### config.mk
export PLATFORM = sky130hd
export DESIGN_NAME = buck_supervisor
export DESIGN_NICKNAME = d
export VERILOG_FILES = /design/src/rtl/buck_seq_pkg.sv /design/src/rtl/buck_seq_sampler.sv /design/src/rtl/buck_seq_ramp.sv /design/src/rtl/buck_seq_supervisor.sv /design/src/rtl/buck_supervisor.sv
export SDC_FILE = /design/constraint.sdc
export NUM_CORES = 1
export LEC_CHECK = 0
export BUFFER_PORTS_ARGS = -buffer_cell sky130_fd_sc_hd__buf_4
export CAP_MARGIN = 10
export CORE_UTILIZATION = 35
export DETAILED_ROUTE_END_ITERATION = 7
export MAX_ROUTING_LAYER = met4
export SLEW_MARGIN = 20
export SYNTH_ARGS = -nofsm -noshare
export SYNTH_HDL_FRONTEND = slang
export SYNTH_SLANG_ARGS = --single-unit
### constraint.sdc
create_clock -name clk -period 2.25 [get_ports clk]
set_clock_uncertainty 0.05 [all_clocks]
set_input_delay 0.1125 -clock clk [delete_from_list [all_inputs] [get_ports clk]]
set_output_delay 0.1125 -clock clk [all_outputs]
set_load 0.05 [all_outputs]
### src/rtl/buck_seq_pkg.sv
package buck_seq_pkg;

    typedef enum logic [2:0] {
        ST_POR,
        ST_SAMPLE,
        ST_RAMP,
        ST_RUN,
        ST_RETRY,
        ST_OFF,
        ST_LATCH
    } seq_state_t;

    typedef struct packed {
        logic oc;
        logic uv;
        logic ov_above;
        logic ov_below;
    } fault_flags_t;

    localparam int DEF_NUM_STEPS      = 40;
    localparam int DEF_TICKS_PER_STEP = 13;
    localparam int DEF_SAMPLE_CYCLES  = 16;
    localparam int DEF_LVL_W          = 6;
    localparam int DEF_LVL_MAX        = 30;
    localparam int DEF_OC_LIMIT       = 2;

    function automatic int unsigned clamp_level(input int unsigned code,
                                                input logic        open_in,
                                                input int unsigned lmax);
        if (open_in || code > lmax)
            return lmax;
        return code;
    endfunction

    function automatic logic is_powered(input seq_state_t st);
        return (st == ST_RAMP) || (st == ST_RUN);
    endfunction

endpackage

### src/rtl/buck_seq_sampler.sv
module buck_seq_sampler
    import buck_seq_pkg::*;
#(
    parameter int SAMPLE_CYCLES = DEF_SAMPLE_CYCLES,
    parameter int LVL_W         = DEF_LVL_W,
    parameter int LVL_MAX       = DEF_LVL_MAX
) (
    input  logic             clk,
    input  logic             rst,
    input  logic             active,
    input  logic [LVL_W-1:0] lvl_code,
    input  logic             lvl_open,
    output logic             done,
    output logic [LVL_W-1:0] held
);
    localparam int CNT_W = $clog2(SAMPLE_CYCLES + 1);
    localparam logic [CNT_W-1:0] LAST = CNT_W'(SAMPLE_CYCLES - 1);

    logic [CNT_W-1:0] cnt;

    assign done = active && (cnt == LAST);

    always_ff @(posedge clk) begin
        if (rst) begin
            cnt  <= '0;
            held <= '0;
        end else if (!active) begin
            cnt <= '0;
        end else if (done) begin
            cnt  <= '0;
            held <= LVL_W'(clamp_level(32'(lvl_code), lvl_open, LVL_MAX));
        end else begin
            cnt <= cnt + 1'b1;
        end
    end

    // held trip level never exceeds the ceiling
    assert_level_cap_R3: assert property (@(posedge clk) disable iff (rst)
        active |-> (held <= LVL_W'(LVL_MAX)));

    // a window only completes while still active
    assert_window_active_R2: assert property (@(posedge clk) disable iff (rst)
        !active |=> (cnt == '0));

endmodule

### src/rtl/buck_seq_ramp.sv
module buck_seq_ramp
    import buck_seq_pkg::*;
#(
    parameter int NUM_STEPS      = DEF_NUM_STEPS,
    parameter int TICKS_PER_STEP = DEF_TICKS_PER_STEP,
    parameter int STEP_W         = $clog2(NUM_STEPS + 1)
) (
    input  logic              clk,
    input  logic              rst,
    input  logic              run,
    input  logic              tick,
    output logic [STEP_W-1:0] step,
    output logic              done
);
    localparam int TICK_W = $clog2(TICKS_PER_STEP + 1);
    localparam logic [TICK_W-1:0] LAST_TICK = TICK_W'(TICKS_PER_STEP - 1);
    localparam logic [STEP_W-1:0] LAST_STEP = STEP_W'(NUM_STEPS - 1);

    logic [TICK_W-1:0] tcnt;
    logic              step_edge;

    assign step_edge = run && tick && (tcnt == LAST_TICK);
    assign done      = step_edge && (step == LAST_STEP);

    always_ff @(posedge clk) begin
        if (rst || !run) begin
            tcnt <= '0;
            step <= '0;
        end else if (tick) begin
            if (step_edge) begin
                tcnt <= '0;
                step <= step + 1'b1;
            end else begin
                tcnt <= tcnt + 1'b1;
            end
        end
    end

    // the step code never falls while the ramp keeps running
    assert_step_monotone_R4: assert property (@(posedge clk) disable iff (rst)
        (run && $past(run)) |-> (step >= $past(step)));

    // edges without a tick leave the step unchanged
    assert_no_tick_hold_R4: assert property (@(posedge clk) disable iff (rst)
        (run && $past(run) && !$past(tick)) |-> $stable(step));

    // the step code never passes full scale
    assert_step_bound_R5: assert property (@(posedge clk) disable iff (rst)
        step <= STEP_W'(NUM_STEPS));

endmodule

### src/rtl/buck_seq_supervisor.sv
module buck_seq_supervisor
    import buck_seq_pkg::*;
#(
    parameter int OC_LIMIT = DEF_OC_LIMIT
) (
    input  logic         clk,
    input  logic         rst,
    input  logic         supply_ok,
    input  logic         disable_req,
    input  fault_flags_t flags,
    input  logic         samp_done,
    input  logic         ramp_done,
    output seq_state_t   state,
    output logic         ov_active
);
    localparam int OC_W = $clog2(OC_LIMIT + 1);
    localparam logic [OC_W-1:0] OC_LAST = OC_W'(OC_LIMIT - 1);

    seq_state_t      nxt;
    logic [OC_W-1:0] oc_cnt;
    logic [OC_W-1:0] oc_cnt_nxt;
    logic            oc_event;

    assign oc_event = flags.oc && is_powered(state);

    always_comb begin
        nxt        = state;
        oc_cnt_nxt = oc_cnt;
        if (!supply_ok) begin
            nxt        = ST_POR;
            oc_cnt_nxt = '0;
        end else if (state == ST_LATCH) begin
            nxt = ST_LATCH;
        end else if (disable_req) begin
            nxt = ST_OFF;
        end else begin
            case (state)
                ST_POR, ST_OFF: nxt = ST_SAMPLE;
                ST_SAMPLE:      if (samp_done) nxt = ST_RAMP;
                ST_RETRY:       nxt = ST_RAMP;
                ST_RAMP, ST_RUN: begin
                    if (state == ST_RUN && flags.uv) begin
                        nxt = ST_LATCH;
                    end else if (oc_event) begin
                        if (oc_cnt >= OC_LAST) begin
                            nxt = ST_LATCH;
                        end else begin
                            nxt        = ST_RETRY;
                            oc_cnt_nxt = oc_cnt + 1'b1;
                        end
                    end else if (state == ST_RAMP && ramp_done) begin
                        nxt = ST_RUN;
                    end
                end
                default: nxt = ST_POR;
            endcase
        end
    end

    always_ff @(posedge clk) begin
        if (rst) begin
            state  <= ST_POR;
            oc_cnt <= '0;
        end else begin
            state  <= nxt;
            oc_cnt <= oc_cnt_nxt;
        end
    end

    always_ff @(posedge clk) begin
        if (rst || !is_powered(nxt)) begin
            ov_active <= 1'b0;
        end else if (ov_active) begin
            if (flags.ov_below) ov_active <= 1'b0;
        end else if (flags.ov_above) begin
            ov_active <= 1'b1;
        end
    end

    // a supply drop always returns the sequencer to its idle state
    assert_supply_drop_R1: assert property (@(posedge clk) disable iff (rst)
        !supply_ok |=> (state == ST_POR));

    // a latched shutdown persists while the supply stays good
    assert_latch_hold_R7: assert property (@(posedge clk) disable iff (rst)
        (state == ST_LATCH && supply_ok) |=> (state == ST_LATCH));

    // under-voltage during the ramp never latches
    assert_uv_mask_R9: assert property (@(posedge clk) disable iff (rst)
        (state == ST_RAMP && flags.uv && !flags.oc && supply_ok && !disable_req)
        |=> (state != ST_LATCH));

    // over-voltage while regulating engages the clamp next cycle
    assert_ov_enter_R10: assert property (@(posedge clk) disable iff (rst)
        (state == ST_RUN && flags.ov_above && !flags.uv && !flags.oc &&
         supply_ok && !disable_req) |=> ov_active);

    // under-voltage in regulation wins over an over-current retry
    assert_uv_priority_R8: assert property (@(posedge clk) disable iff (rst)
        (state == ST_RUN && flags.uv && supply_ok) |=> (state == ST_LATCH));

endmodule

### src/rtl/buck_supervisor.sv
module buck_supervisor
    import buck_seq_pkg::*;
#(
    parameter int NUM_STEPS      = DEF_NUM_STEPS,
    parameter int TICKS_PER_STEP = DEF_TICKS_PER_STEP,
    parameter int SAMPLE_CYCLES  = DEF_SAMPLE_CYCLES,
    parameter int LVL_W          = DEF_LVL_W,
    parameter int LVL_MAX        = DEF_LVL_MAX,
    parameter int OC_LIMIT       = DEF_OC_LIMIT,
    parameter int STEP_W         = $clog2(NUM_STEPS + 1)
) (
    input  logic              clk,
    input  logic              rst,
    input  logic              supply_ok,
    input  logic              disable_req,
    input  logic              sw_tick,
    input  logic              oc_trip,
    input  logic              uv_trip,
    input  logic              ov_above,
    input  logic              ov_below,
    input  logic [LVL_W-1:0]  lvl_code,
    input  logic              lvl_open,
    output logic [STEP_W-1:0] ref_code,
    output logic              isrc_en,
    output logic [LVL_W:0]    oc_limit,
    output logic              switch_en,
    output logic              low_force,
    output logic              st_ready,
    output logic              st_latched,
    output logic              st_ov
);
    localparam logic [STEP_W-1:0] FULL_SCALE = STEP_W'(NUM_STEPS);

    seq_state_t        state;
    fault_flags_t      flags;
    logic              ov_active;
    logic              samp_done;
    logic              ramp_done;
    logic [STEP_W-1:0] step;
    logic [LVL_W-1:0]  held;
    logic              powered;

    assign flags = '{oc: oc_trip, uv: uv_trip, ov_above: ov_above, ov_below: ov_below};

    buck_seq_supervisor #(
        .OC_LIMIT (OC_LIMIT)
    ) u_sup (
        .clk         (clk),
        .rst         (rst),
        .supply_ok   (supply_ok),
        .disable_req (disable_req),
        .flags       (flags),
        .samp_done   (samp_done),
        .ramp_done   (ramp_done),
        .state       (state),
        .ov_active   (ov_active)
    );

    buck_seq_sampler #(
        .SAMPLE_CYCLES (SAMPLE_CYCLES),
        .LVL_W         (LVL_W),
        .LVL_MAX       (LVL_MAX)
    ) u_samp (
        .clk      (clk),
        .rst      (rst),
        .active   (state == ST_SAMPLE),
        .lvl_code (lvl_code),
        .lvl_open (lvl_open),
        .done     (samp_done),
        .held     (held)
    );

    buck_seq_ramp #(
        .NUM_STEPS      (NUM_STEPS),
        .TICKS_PER_STEP (TICKS_PER_STEP),
        .STEP_W         (STEP_W)
    ) u_ramp (
        .clk  (clk),
        .rst  (rst),
        .run  (state == ST_RAMP),
        .tick (sw_tick),
        .step (step),
        .done (ramp_done)
    );

    assign powered    = is_powered(state);
    assign isrc_en    = (state == ST_SAMPLE);
    assign switch_en  = powered && !ov_active;
    assign low_force  = powered && ov_active;
    assign st_ready   = (state == ST_RUN);
    assign st_latched = (state == ST_LATCH);
    assign st_ov      = ov_active;
    assign oc_limit   = {held, 1'b0};

    always_comb begin
        case (state)
            ST_RAMP: ref_code = step;
            ST_RUN:  ref_code = FULL_SCALE;
            default: ref_code = '0;
        endcase
    end

    // the sampling source never overlaps switching or a nonzero reference
    assert_isrc_quiet_R2: assert property (@(posedge clk) disable iff (rst)
        isrc_en |-> (!switch_en && !low_force && ref_code == '0));

    // the two gate commands are never both asserted
    assert_gates_exclusive_R10: assert property (@(posedge clk) disable iff (rst)
        !(switch_en && low_force));

    // latched shutdown keeps both gate commands off
    assert_latch_gates_off_R7: assert property (@(posedge clk) disable iff (rst)
        st_latched |-> (!switch_en && !low_force));

    // readiness only ever shows the full-scale reference
    assert_ready_full_R5: assert property (@(posedge clk) disable iff (rst)
        st_ready |-> (ref_code == FULL_SCALE));

endmodule

### Yosys cells after proc, flatten, opt, wreduce, memory -nomap -nowiden

Index checks and enable logic that the tools add are counted.
W data, S select, Z words.

| operators by class | value |
|---|---|
| add/sub/neg operators | 4 |
| magnitude comparators | 2 |
| equality and inequality tests | 11 |
| mux-type cells | 20 |
| bitwise gates (word level) | 6 |
| reduce and logical (&&, ||, !) cells | 25 |

Operators by type and width:

| cell | number |
|---|---|
| $mux W3 | 7 |
| $eq A3 B2 Y1 const B | 4 |
| $pmux W3 S4 | 1 |
| $pmux W6 S2 | 1 |
| $eq A3 B3 Y1 const B | 3 |
| $logic_and A1 B1 Y1 | 9 |
| $mux W1 | 7 |
| $add A6 B1 Y6 const B | 1 |
| $eq A6 B6 Y1 const B | 1 |
| $gt A6 B5 Y1 const B | 1 |
| $mux W6 | 1 |
| $not A1 Y1 | 6 |
| $reduce_and A6 Y1 | 1 |
| $reduce_or A2 Y1 | 3 |
| $add A5 B1 Y5 const B | 1 |
| $eq A5 B4 Y1 const B | 1 |
| $logic_or A1 B1 Y1 | 5 |
| $mux W5 | 1 |
| $add A4 B1 Y4 const B | 1 |
| $eq A4 B4 Y1 const B | 1 |
| $mux W4 | 1 |
| $reduce_and A2 Y1 | 2 |
| $eq A3 B1 Y1 const B | 1 |
| $logic_not A1 Y1 | 3 |
| 5 further kinds | 5 |

| storage, ports and cells | value |
|---|---|
| register bits | 27 |
| input port bits | 16 |
| output and inout port bits | 19 |
| logic and storage cells | 75 |

### Logic depth before layout (Yosys ltp)

| depth | value |
|---|---|
| word-level depth | 16 |
| mapped depth | 7 |
| gate-level depth less buffers | 7 |

### Modules after synthesis

Synthesis repeated with hierarchy kept, for this count alone.

| unflattened totals | value |
|---|---|
| cell total of the unflattened synthesis | 162 |
| area total of the unflattened synthesis | 1,376.3 µm² |

By module, submodules not included:

| module | instances | cells each | area each (µm²) | seq. area each (µm²) |
|---|---|---|---|---|
| buck_seq_ramp | 1 | 60 | 511.7 | 200.2 |
| buck_seq_sampler | 1 | 45 | 411.6 | 220.2 |
| buck_seq_supervisor | 1 | 39 | 346.6 | 120.1 |
| buck_supervisor | 1 | 18 | 106.4 | 0.0 |

### Least setup slack after synthesis

No wires, ideal clock.

| timing path | value |
|---|---|
| kind | reg2reg |
| from | reg u_sup.state[1] |
| to | reg u_samp.held[1] |
| setup time | 86 ps |
| data arrival time | 1,562 ps |
| data required time | 2,114 ps |
| slack | 553 ps |
| stages on the path, launching flop included | 7 |
| buffers on the path | 2 |
| clock period less this slack | 1,697 ps |
| cell sequence | dfxtp_1 buf_4 nor3b_4 and2_1 buf_4 nor2_1 a211oi_1 |

| between the ends | value |
|---|---|
| longest elaborated chain between the ends | 3 |

RTL lines:

| item | line | RTL |
|---|---|---|
| start: declaration | buck_seq_supervisor.sv:13 | `output seq_state_t state,` |
| start signal: assignment | buck_seq_supervisor.sv:65 | `state <= nxt;` |
| $eq A3 B1 Y1 (*) | n/a |  |
| named net isrc_en | buck_supervisor.sv:24 | `output logic isrc_en,` |
| $logic_and A1 B1 Y1 | buck_seq_sampler.sv:21 | `assign done = active && (cnt == LAST);` |
| $reduce_and A2 Y1 (no line) (*) | n/a |  |
| end signal: assignment | buck_seq_sampler.sv:31 | `held <= LVL_W'(clamp_level(32'(lvl_code), lvl_open, LVL_MAX));` |
| end: declaration | buck_seq_sampler.sv:14 | `output logic [LVL_W-1:0] held` |

The timed path passes the listed nets; every way through them passes the cells marked *.
A chain may end at the register's enable or synchronous reset.

### Worst setup path after layout

| timing path | value |
|---|---|
| from | reg u_sup.state[1] |
| to | out ref_code[4] |

| between the ends | value |
|---|---|
| longest elaborated chain between the ends | 2 |
| elaborated cells on any way between the ends | 3 |
| classes of those cells | eq/ne: 2; mux: 1 |

RTL lines:

| item | line | RTL |
|---|---|---|
| $eq A3 B2 Y1 | buck_supervisor.sv:96 | `case (state)` |
| $pmux W6 S2 (*) | buck_supervisor.sv:96 |  |
| end: declaration | buck_supervisor.sv:23 | `output logic [STEP_W-1:0] ref_code,` |

Every way passes the cells marked *; elsewhere a longest branch is shown, timed or not.

==> reports/results.tsv <==
metric	value	unit
fin_setup_tns	0	ns
synth_edf_count	0	
crit_path_end	ref_code[4]	
period_share	73.7	%
ant_nets	0	
drc_errors	1	
grt_pass1_vias	1060	
num_antenna_cells	0	
layout_commonest_cell	buf_4	
postCtsSetupRepairBufs	0	
io_pins	35	
status	finished, violations left	
fin_nets	217	
grt_overflow	0	
synth-main-ff-cell	dfxtp_1	
violations	design-rule violations	
r2r-start	u_samp.cnt[0]	
grt_max_degree	16	
post-place-cells	240	
syn_inst	164	
synth_cell_types	42	
rsz0062_at_grt	no	
ys_seq_elements	27	
async_flop_share	0	%
first_pass_iters	6	
required	2.09	ns
num_vias	1171	
cp_max_fo	9	
setup_viol	0	
grt_pass1_wl	4.48	mm
drive_above_1_share	26.8	%
grtUsageTotal	13.5	%
fmax	603	MHz
yosys_warnings	0	
start_util	36.5	%
reg2reg_slack	0.60	ns
avgViaCountPerCell	4.80	
ys_seq_area_share	37.0	%
antenna_found_initial	0	
use_met2	21.2	%
clk_pin_slew	0.10	ns
placementRows	23	
h-tree-depth	1	
use_met1	17.0	%
cts.sinks	27	
whs	0.0164	ns
top_usage_layer	met2	
wl_per_cell	10.8	µm
holdBufCountCts	0	
syn_to_final_growth	21.2	%
slew_viol_final	0	
grt.met3_usage	2.23	%
leakage	0.717	nW
cts_buffer_depth	2	
drv_cap	0	
die_h	66.6	µm
crit_path_start	u_sup.state[1]	
critPathKind	flip-flop to primary output	
vdd_ir_drop_max	0.200	mV
hold_violations	0	
worst_setup_path_end_kind	primary output	
hp-class	input port to flip-flop	
finalWirelength	2.65	mm
syn_nets	186	
portBuffers	33	
hpwl	2.02	mm
power_density	474	nW/µm²
cts-root-buf	clkbuf_8	
timing.rr.end	u_samp.held[1]	
final_cell_mix	buf_4, nor2_1, dfxtp_1	
fin_crit	1.66	ns
gp_congestion	0.789	
cts_made_buffers	3	
clk_latency	0.28	ns
crit_arrival	1.50	ns
synth_area	1460	µm²
die_w	66.6	µm
syn-mean-instance-area	8.90	µm²
cts_resized	0	
fin_cells	244	
cts_tree	built	
dieArea	4430	µm²
reg2regPathDepth	6	
coreArea	4000	µm²
drtIter0Drc	76	
start_kind	flip-flop	
==> where the power goes <==
part	switching, mW	internal (mW)	total [mW]
sequential	0.00643	0.480	0.487
clock	0.153	0.124	0.277
combinational	0.0405	0.0352	0.0757
total	0.200	0.640	0.839
==> registers in the layout, summed over array words and instances, names as in the netlist <==
register	cells
u_ramp.step	6
u_ramp.tcnt	4
u_samp.cnt	5
u_samp.held	6
u_sup.oc_cnt	2
u_sup.ov_active	1
u_sup.state	3
==> routing by layer <==
metal / up-vias / part of all wire (%)
met3: 3 / 6.7
li1: 617 / -
met2: 38 / 42
met1: 513 / 50
met4: 0 / 1.1
met5: - / 0
==> worst min path at each step <==
| stage | from | to | slack (ns) | cells after the start |
|---|---|---|---|---|
| floorplan | disable_req | u_sup.state[2] | 0.18 | 2 |
| global placement | rst | u_samp.held[0] | 0.32 | 2 |
| detailed placement | rst | u_samp.held[0] | 0.33 | 2 |
| CTS | rst | u_samp.held[0] | 0.01 | 2 |
| global route | rst | u_samp.held[3] | 0.04 | 2 |
| finish | rst | u_samp.held[0] | 0.02 | 2 |
==> worst max-delay path: stages, from the launching register on <==
cell	delay, ns
dfxtp_1	0.60
nand2b_4	0.13
nor2_1	0.16
and2_1	0.15
buf_4	0.19
==> cell usage after synthesis, types with 3 or more instances <==
cell      count  area [µm²]
a21oi_1       7        35.0
xor2_1        4        35.0
nand4_1       3        18.8
a211oi_1      4        30.0
xnor2_1       6        52.6
and2_1        6        37.5
inv_1         7        26.3
buf_4         3        22.5
ha_1          6        75.1
a31oi_1       3        18.8
o21ai_0       3        15.0
nand2_1      14        52.6
nor2_1       28         105
nor3_1        7        35.0
dfxtp_1      27         541
==> logic make-up (layout without fill, tap and decap cells) <==
kind of cell | Yosys count | in the layout | synth area share, %
flip-flops | 27 | 27 | 37.0
AO/OA/AOI/OAI | 20 | 20 | 8.74
other | 1 | 1 | 0.257
multiplexers | 2 | 2 | 1.37
AND/OR/NAND/NOR | 84 | 84 | 36.4
buffers and inverters | 14 | 44 | 5.06
adder cells (fa/ha/maj) | 6 | 6 | 5.14
XOR/XNOR | 10 | 10 | 6.00
==> through the flow <==
step	power, mW	utilization, %	worst slack [ns]	cell area [µm²]
floorplan	0.540	-	0.553	1460
global placement	0.575	43.1	0.626	1720
detailed placement	0.574	43.1	0.594	1720
CTS	0.853	44.2	0.556	1770
global route	0.882	44.2	0.430	1770
finish	0.839	44.2	0.592	1770
==> layout make-up <==
type | count | area, µm²
Clock buffer | 3 | 41.3
Clock inverter | 1 | 5.00
Fill cell | 409 | 2230
Inverter | 7 | 26.3
Multi-Input combinational cell | 123 | 846
Sequential cell | 27 | 541
Tap cell | 50 | 62.6
Timing Repair Buffer | 33 | 248
No activity file was read; power rests on OpenSTA's default activity.
